`src/rtl/lane_permute_pkg.sv`:
```
package lane_permute_pkg;
  localparam int LANE_W = 8;
  localparam int SEL_W  = $clog2(LANE_W);
  localparam int CODE_W = 6;

  typedef logic [CODE_W-1:0] code_t;
  typedef logic [LANE_W-1:0][SEL_W-1:0] route_t;

  // Strobes from control to datapath.
  typedef struct packed {
    logic  anyLoad;
    code_t code;
  } prog_strobe_t;

  // Source index for every output bit of a lane, for a given key.
  function automatic route_t routeFor(input code_t c);
    route_t r;
    int mul, ofs;
    mul = 2 * int'(c[1:0]) + 1;
    ofs = int'(c[4:2]) + 4 * int'(c[5]);
    for (int j = 0; j < LANE_W; j++) r[j] = SEL_W'((mul * j + ofs) % LANE_W);
    case (c)
      6'd9:  r = {3'd7, 3'd6, 3'd5, 3'd4, 3'd3, 3'd2, 3'd1, 3'd0};
      6'd15: r = {3'd6, 3'd4, 3'd7, 3'd5, 3'd3, 3'd1, 3'd2, 3'd0};
      6'd31: r = {3'd3, 3'd2, 3'd5, 3'd4, 3'd7, 3'd6, 3'd1, 3'd0};
      6'd1:  r = {3'd6, 3'd7, 3'd5, 3'd3, 3'd4, 3'd2, 3'd1, 3'd0};
      6'd32: r = {3'd7, 3'd6, 3'd4, 3'd5, 3'd3, 3'd2, 3'd0, 3'd1};
      6'd2:  r = {3'd3, 3'd2, 3'd1, 3'd0, 3'd6, 3'd5, 3'd7, 3'd4};
      6'd18: r = {3'd0, 3'd7, 3'd6, 3'd5, 3'd4, 3'd3, 3'd2, 3'd1};
      default: ;
    endcase
    return r;
  endfunction
endpackage

```
`src/rtl/lane_permute_ctrl.sv`:
```
module lane_permute_ctrl
  import lane_permute_pkg::*;
#(
  parameter int LANES  = 4,
  localparam int ADDR_W = (LANES > 1) ? $clog2(LANES) : 1
) (
  input  logic              progEn,
  input  logic [ADDR_W-1:0] progAddr,
  input  code_t             progCode,
  output logic [LANES-1:0]  laneLoad,
  output prog_strobe_t      strobe
);
  // Address decoder: one-hot lane load, all low when disabled.
  for (genvar i = 0; i < LANES; i++) begin : g_dec
    assign laneLoad[i] = progEn && (progAddr == ADDR_W'(i));
  end

  always_comb begin
    strobe.anyLoad = progEn;
    strobe.code    = progCode;
  end
endmodule

```
`src/rtl/lane_permute_datapath.sv`:
```
module lane_permute_datapath
  import lane_permute_pkg::*;
#(
  parameter int LANES = 4
) (
  input  logic                      clk,
  input  logic                      rst,
  input  logic [LANES-1:0]          laneLoad,
  input  prog_strobe_t              strobe,
  input  logic [LANES*LANE_W-1:0]   dataIn,
  output logic [LANES*LANE_W-1:0]   dataOut,
  output logic [LANES-1:0][CODE_W-1:0] laneCodes
);
  for (genvar l = 0; l < LANES; l++) begin : g_lane
    code_t  keyQ;
    route_t route;

    always_ff @(posedge clk) begin
      if (rst)                                keyQ <= '0;
      else if (strobe.anyLoad && laneLoad[l]) keyQ <= strobe.code;
    end

    assign route        = routeFor(keyQ);
    assign laneCodes[l] = keyQ;

    for (genvar j = 0; j < LANE_W; j++) begin : g_bit
      assign dataOut[l*LANE_W + j] =
        (keyQ != '0) && dataIn[l*LANE_W + int'(route[j])];
    end
  end
endmodule

```
`src/rtl/lane_permute_array.sv`:
```
module lane_permute_array
  import lane_permute_pkg::*;
#(
  parameter int LANES  = 4,
  localparam int ADDR_W = (LANES > 1) ? $clog2(LANES) : 1,
  localparam int BUS_W  = LANES * LANE_W
) (
  input  logic              clk,
  input  logic              rst,
  input  logic              progEn,
  input  logic [ADDR_W-1:0] progAddr,
  input  logic [CODE_W-1:0] progCode,
  input  logic [BUS_W-1:0]  dataIn,
  output logic [BUS_W-1:0]  dataOut
);
  logic [LANES-1:0]             laneLoad;
  prog_strobe_t                 strobe;
  logic [LANES-1:0][CODE_W-1:0] laneCodes;

  lane_permute_ctrl #(.LANES(LANES)) ctrl_i (
    .progEn(progEn), .progAddr(progAddr), .progCode(progCode),
    .laneLoad(laneLoad), .strobe(strobe)
  );

  lane_permute_datapath #(.LANES(LANES)) dp_i (
    .clk(clk), .rst(rst), .laneLoad(laneLoad), .strobe(strobe),
    .dataIn(dataIn), .dataOut(dataOut), .laneCodes(laneCodes)
  );
endmodule

```
`config.mk`:
```
export PLATFORM = sky130hd
export DESIGN_NAME = lane_permute_array
export DESIGN_NICKNAME = d
export VERILOG_FILES = /design/src/rtl/lane_permute_pkg.sv /design/src/rtl/lane_permute_ctrl.sv /design/src/rtl/lane_permute_datapath.sv /design/src/rtl/lane_permute_array.sv
export SDC_FILE = /design/constraint.sdc
export NUM_CORES = 1
export LEC_CHECK = 0
export CAP_MARGIN = 20
export CORE_MARGIN = 5
export CORE_UTILIZATION = 59
export CTS_CLUSTER_SIZE = 40
export DETAILED_ROUTE_END_ITERATION = 8
export GPL_ROUTABILITY_DRIVEN = 0
export PLACE_DENSITY_LB_ADDON = 0.25
export SKIP_CTS_REPAIR_TIMING = 1
export SLEW_MARGIN = 20
export SYNTH_ARGS = -nofsm -noshare
export SYNTH_HDL_FRONTEND = slang
export SYNTH_SLANG_ARGS = --single-unit
```
`constraint.sdc`:
```
create_clock -name clk -period 4.7 [get_ports clk]
set_clock_uncertainty 0.15 [all_clocks]
set_input_delay 1.175 -clock clk [delete_from_list [all_inputs] [get_ports clk]]
set_output_delay 1.175 -clock clk [all_outputs]
set_load 0.02 [all_outputs]
```
==> impl_metrics.csv <==
group,metric,value,unit
layout,num-fill-cells,777,
layout,reg_top3,"dp_i.g_lane.keyQ (24)",
yosys,yosys_register_bits,24,
yosys,netlist_area,6340,µm²
layout,fin_nets,960,
clocking,clk_latency,0.26,ns
power,pwr-share-comb,69.3,%
setup_path,critPathCaptureType,"primary output",
layout,utilization,73.4,%
detailed_routing,drt_iter0_drc,629,
placed_design,portBuffers,74,
layout,final_common_cell,"mux2i_1",
floorplan,core_area,10400,µm²
layout,largest_register_ffs,24,
power,p_clk_share,13.8,%
power,p_seq_share,16.9,%
clocking,cts_tree,"built",
global_routing,grt_pass1_wl,29.9,mm
timing,period_share,102,%
clocking,clkSinkCount,24,
layout,design_area,7650,µm²
floorplan,row_count,37,
detailed_routing,vias,6603,
placed_design,dp_slack,0.0563,ns
detailed_routing,drt_first_pass_iters,5,
layout,top_register,"dp_i.g_lane.keyQ",
clocking,cts_max_path_buffers,2,
placed_design,placed_cell_area,7270,µm²
floorplan,die_h,114,µm
setup_path,arrival,3.47,ns
timing,rsz0062_at_grt,"true",
clocking,cts_inserted_buffers,3,
power,p_int,0.000750,W
worst_hold_path,holdCritPathClass,"reg2reg",
clocking,path_clk_slew,0.09,ns
run_status,failed_checks,"negative setup slack",
floorplan,io_pins,75,
setup_path,cp.required,3.38,ns
power,p_sw,0.000552,W
yosys,ys.flop_type,"dfxtp_1",
timing,relSlewSlack,40.0,%
timing,worst_pin_slew,0.897,ns
timing,hold_violations,0,
timing,worst_slack,-0.0905,ns
detailed_routing,finalWirelength,18.9,mm
timing,maxSlewViolCount,0,
timing,finalSetupViolations,1,
placed_design,dp.cells,984,
global_routing,grt_pass1_vias,6282,
layout,drive_above_1_share,14.8,%
yosys,ys_warn_count,0,
detailed_routing,via_per_inst,6.60,
global_routing,grtUsageTotal,26.9,%
floorplan,die_area,12900,µm²
run_status,outcome,"finished, violations left",
power,peakVddDrop,153,µV
yosys,syn-instance-count,782,
global_routing,antenna_found_initial,0,
timing,fmax,0.209,GHz
run,maxCapViolCount,0,
clocking,cts_htree_levels,1,
detailed_routing,drc,0,
yosys,synthesis.nets,877,
floorplan,initial_utilization,60.8,%
yosys,syn_area_per_cell,8.10,µm²
power,p_per_area,170,nW/µm²
power,p_sw_share,42.4,%
yosys,synth-edff-count,0,
setup_path,start_kind,"flop",
setup_path,critPathKind,"reg2out",
detailed_routing,ant_nets,0,
layout,synthToLayoutAreaGrowth,20.7,%
yosys,postSynth.asyncResetShare,0,%
clocking,cts-root-buf,"clkbuf_8",
yosys,synthDistinctLibCells,88,
timing,holdWs,0.405,ns
yosys,synth_seq_area_share,7.58,%
floorplan,fp.dieW,114,µm
placed_design,hpwl,14.3,mm
layout,final_cell_mix,"mux2i_1 (152), nor2_1 (85), clkdlybuf4s50_1 (64)",
layout,antenna_cells,0,
setup_path,cp_max_fo,11,
global_routing,overflow,0,
layout,instances_no_fill,1000,
timing,finalCriticalPeriod,4.79,ns
detailed_routing,wl_per_cell,18.9,µm
power,p_leak,3.67,nW
global_routing,grt_max_degree,25,
layout make-up:
type                       count  area (µm²)  share of cell area (%)
clock inverter                 1        30.0                   0.393
tap                          136         170                    2.23
timing repair buffer         110        1040                    13.5
clock buffer                   3        41.3                   0.540
multi-input combinational    693        5750                    75.2
sequential                    24         485                    6.35
inverter                      33         131                    1.72
synth_stat cells (5+ instances only):
cell type / n / area, µm²
o211ai_1: 9 / 67.6
a211oi_1: 6 / 45.0
buf_2: 10 / 50.1
mux2i_1: 152 / 1520
inv_1: 32 / 120
a21o_1: 9 / 67.6
a21oi_1: 41 / 205
nand3_1: 25 / 125
mux4_2: 11 / 248
clkbuf_1: 12 / 45.0
nor2_1: 86 / 323
or2_1: 5 / 31.3
o21ai_1: 5 / 25.0
ha_1: 48 / 601
and3_1: 12 / 75.1
a31oi_1: 14 / 87.6
nor3b_1: 5 / 37.5
nor3_1: 7 / 35.0
mux2_2: 16 / 180
o211a_1: 6 / 60.1
xnor2_1: 29 / 254
dfxtp_1: 24 / 480
nand2_1: 48 / 180
nand3b_1: 9 / 67.6
xor2_1: 15 / 131
nand2b_1: 6 / 37.5
o22ai_1: 5 / 31.3
o21ai_0: 22 / 110
critical path, cell delays in order (launching register included):
cell	delay, ns
dfxtp_1	0.32
inv_1	0.10
ha_2	0.31
nor3b_4	0.33
o2bb2ai_1	0.26
nor2_1	0.14
buf_4	0.17
a211oi_2	0.36
mux2i_1	0.29
mux2i_1	0.14
nor2_1	0.15
clkdlybuf4s50_1	0.63
stage by stage:
step | setup TNS [ns] | total power, W
2_1_floorplan | 0 | 0.000825
3_3_place_gp | 0 | 0.00105
3_5_place_dp | 0 | 0.00108
4_1_cts | -1.14 | 0.00126
5_1_grt | -0.552 | 0.00137
6_report | -0.0905 | 0.00130
layer usage:
metal	vias to the layer above	part of all wire (%)	GRT usage (%)	wire length, µm
met5	-	0	0	0
met4	0	2.1	4.89	394
met3	50	7.8	2.71	1470
met2	327	49	46.4	9160
met1	3135	42	36.6	7850
li1	3091	-	-	-
cells by family (layout without fill, tap and decap cells):
| kind of cell | after synthesis | in the layout | share of synthesized area (%) |
|---|---|---|---|
| flops | 24 | 24 | 7.58 |
| buf+inv | 65 | 147 | 4.44 |
| fa+ha+maj | 52 | 52 | 10.7 |
| compound gates | 179 | 179 | 20.4 |
| mux | 183 | 183 | 32.2 |
| xor+xnor | 44 | 44 | 6.08 |
| simple gates | 235 | 235 | 18.5 |
power groups by stage:
| stage | Sequential (W) | Combinational [W] | Clock [W] |
|---|---|---|---|
| floorplan | 0.000222 | 0.000603 | 0 |
| global placement | 0.000223 | 0.000827 | 0 |
| detailed placement | 0.000224 | 0.000855 | 0 |
| CTS | 0.000219 | 0.000859 | 0.000183 |
| global route | 0.000221 | 0.000960 | 0.000191 |
| finish | 0.000220 | 0.000902 | 0.000180 |
final timing paths:
kind	slack (ns)	endpoint	cells after the start	start
max	-0.09	dataOut[3]	11	dp_i.g_lane[0].keyQ[5]$_SDFFE_PP0P_
min	0.41	dp_i.g_lane[3].keyQ[4]$_SDFFE_PP0P_	2	dp_i.g_lane[3].keyQ[4]$_SDFFE_PP0P_
max reg2reg	3.19	dp_i.g_lane[0].keyQ[2]$_SDFFE_PP0P_	5	dp_i.g_lane[0].keyQ[2]$_SDFFE_PP0P_
min reg2reg	0.41	dp_i.g_lane[3].keyQ[4]$_SDFFE_PP0P_	2	dp_i.g_lane[3].keyQ[4]$_SDFFE_PP0P_
Power figures use the tool's default switching activity.
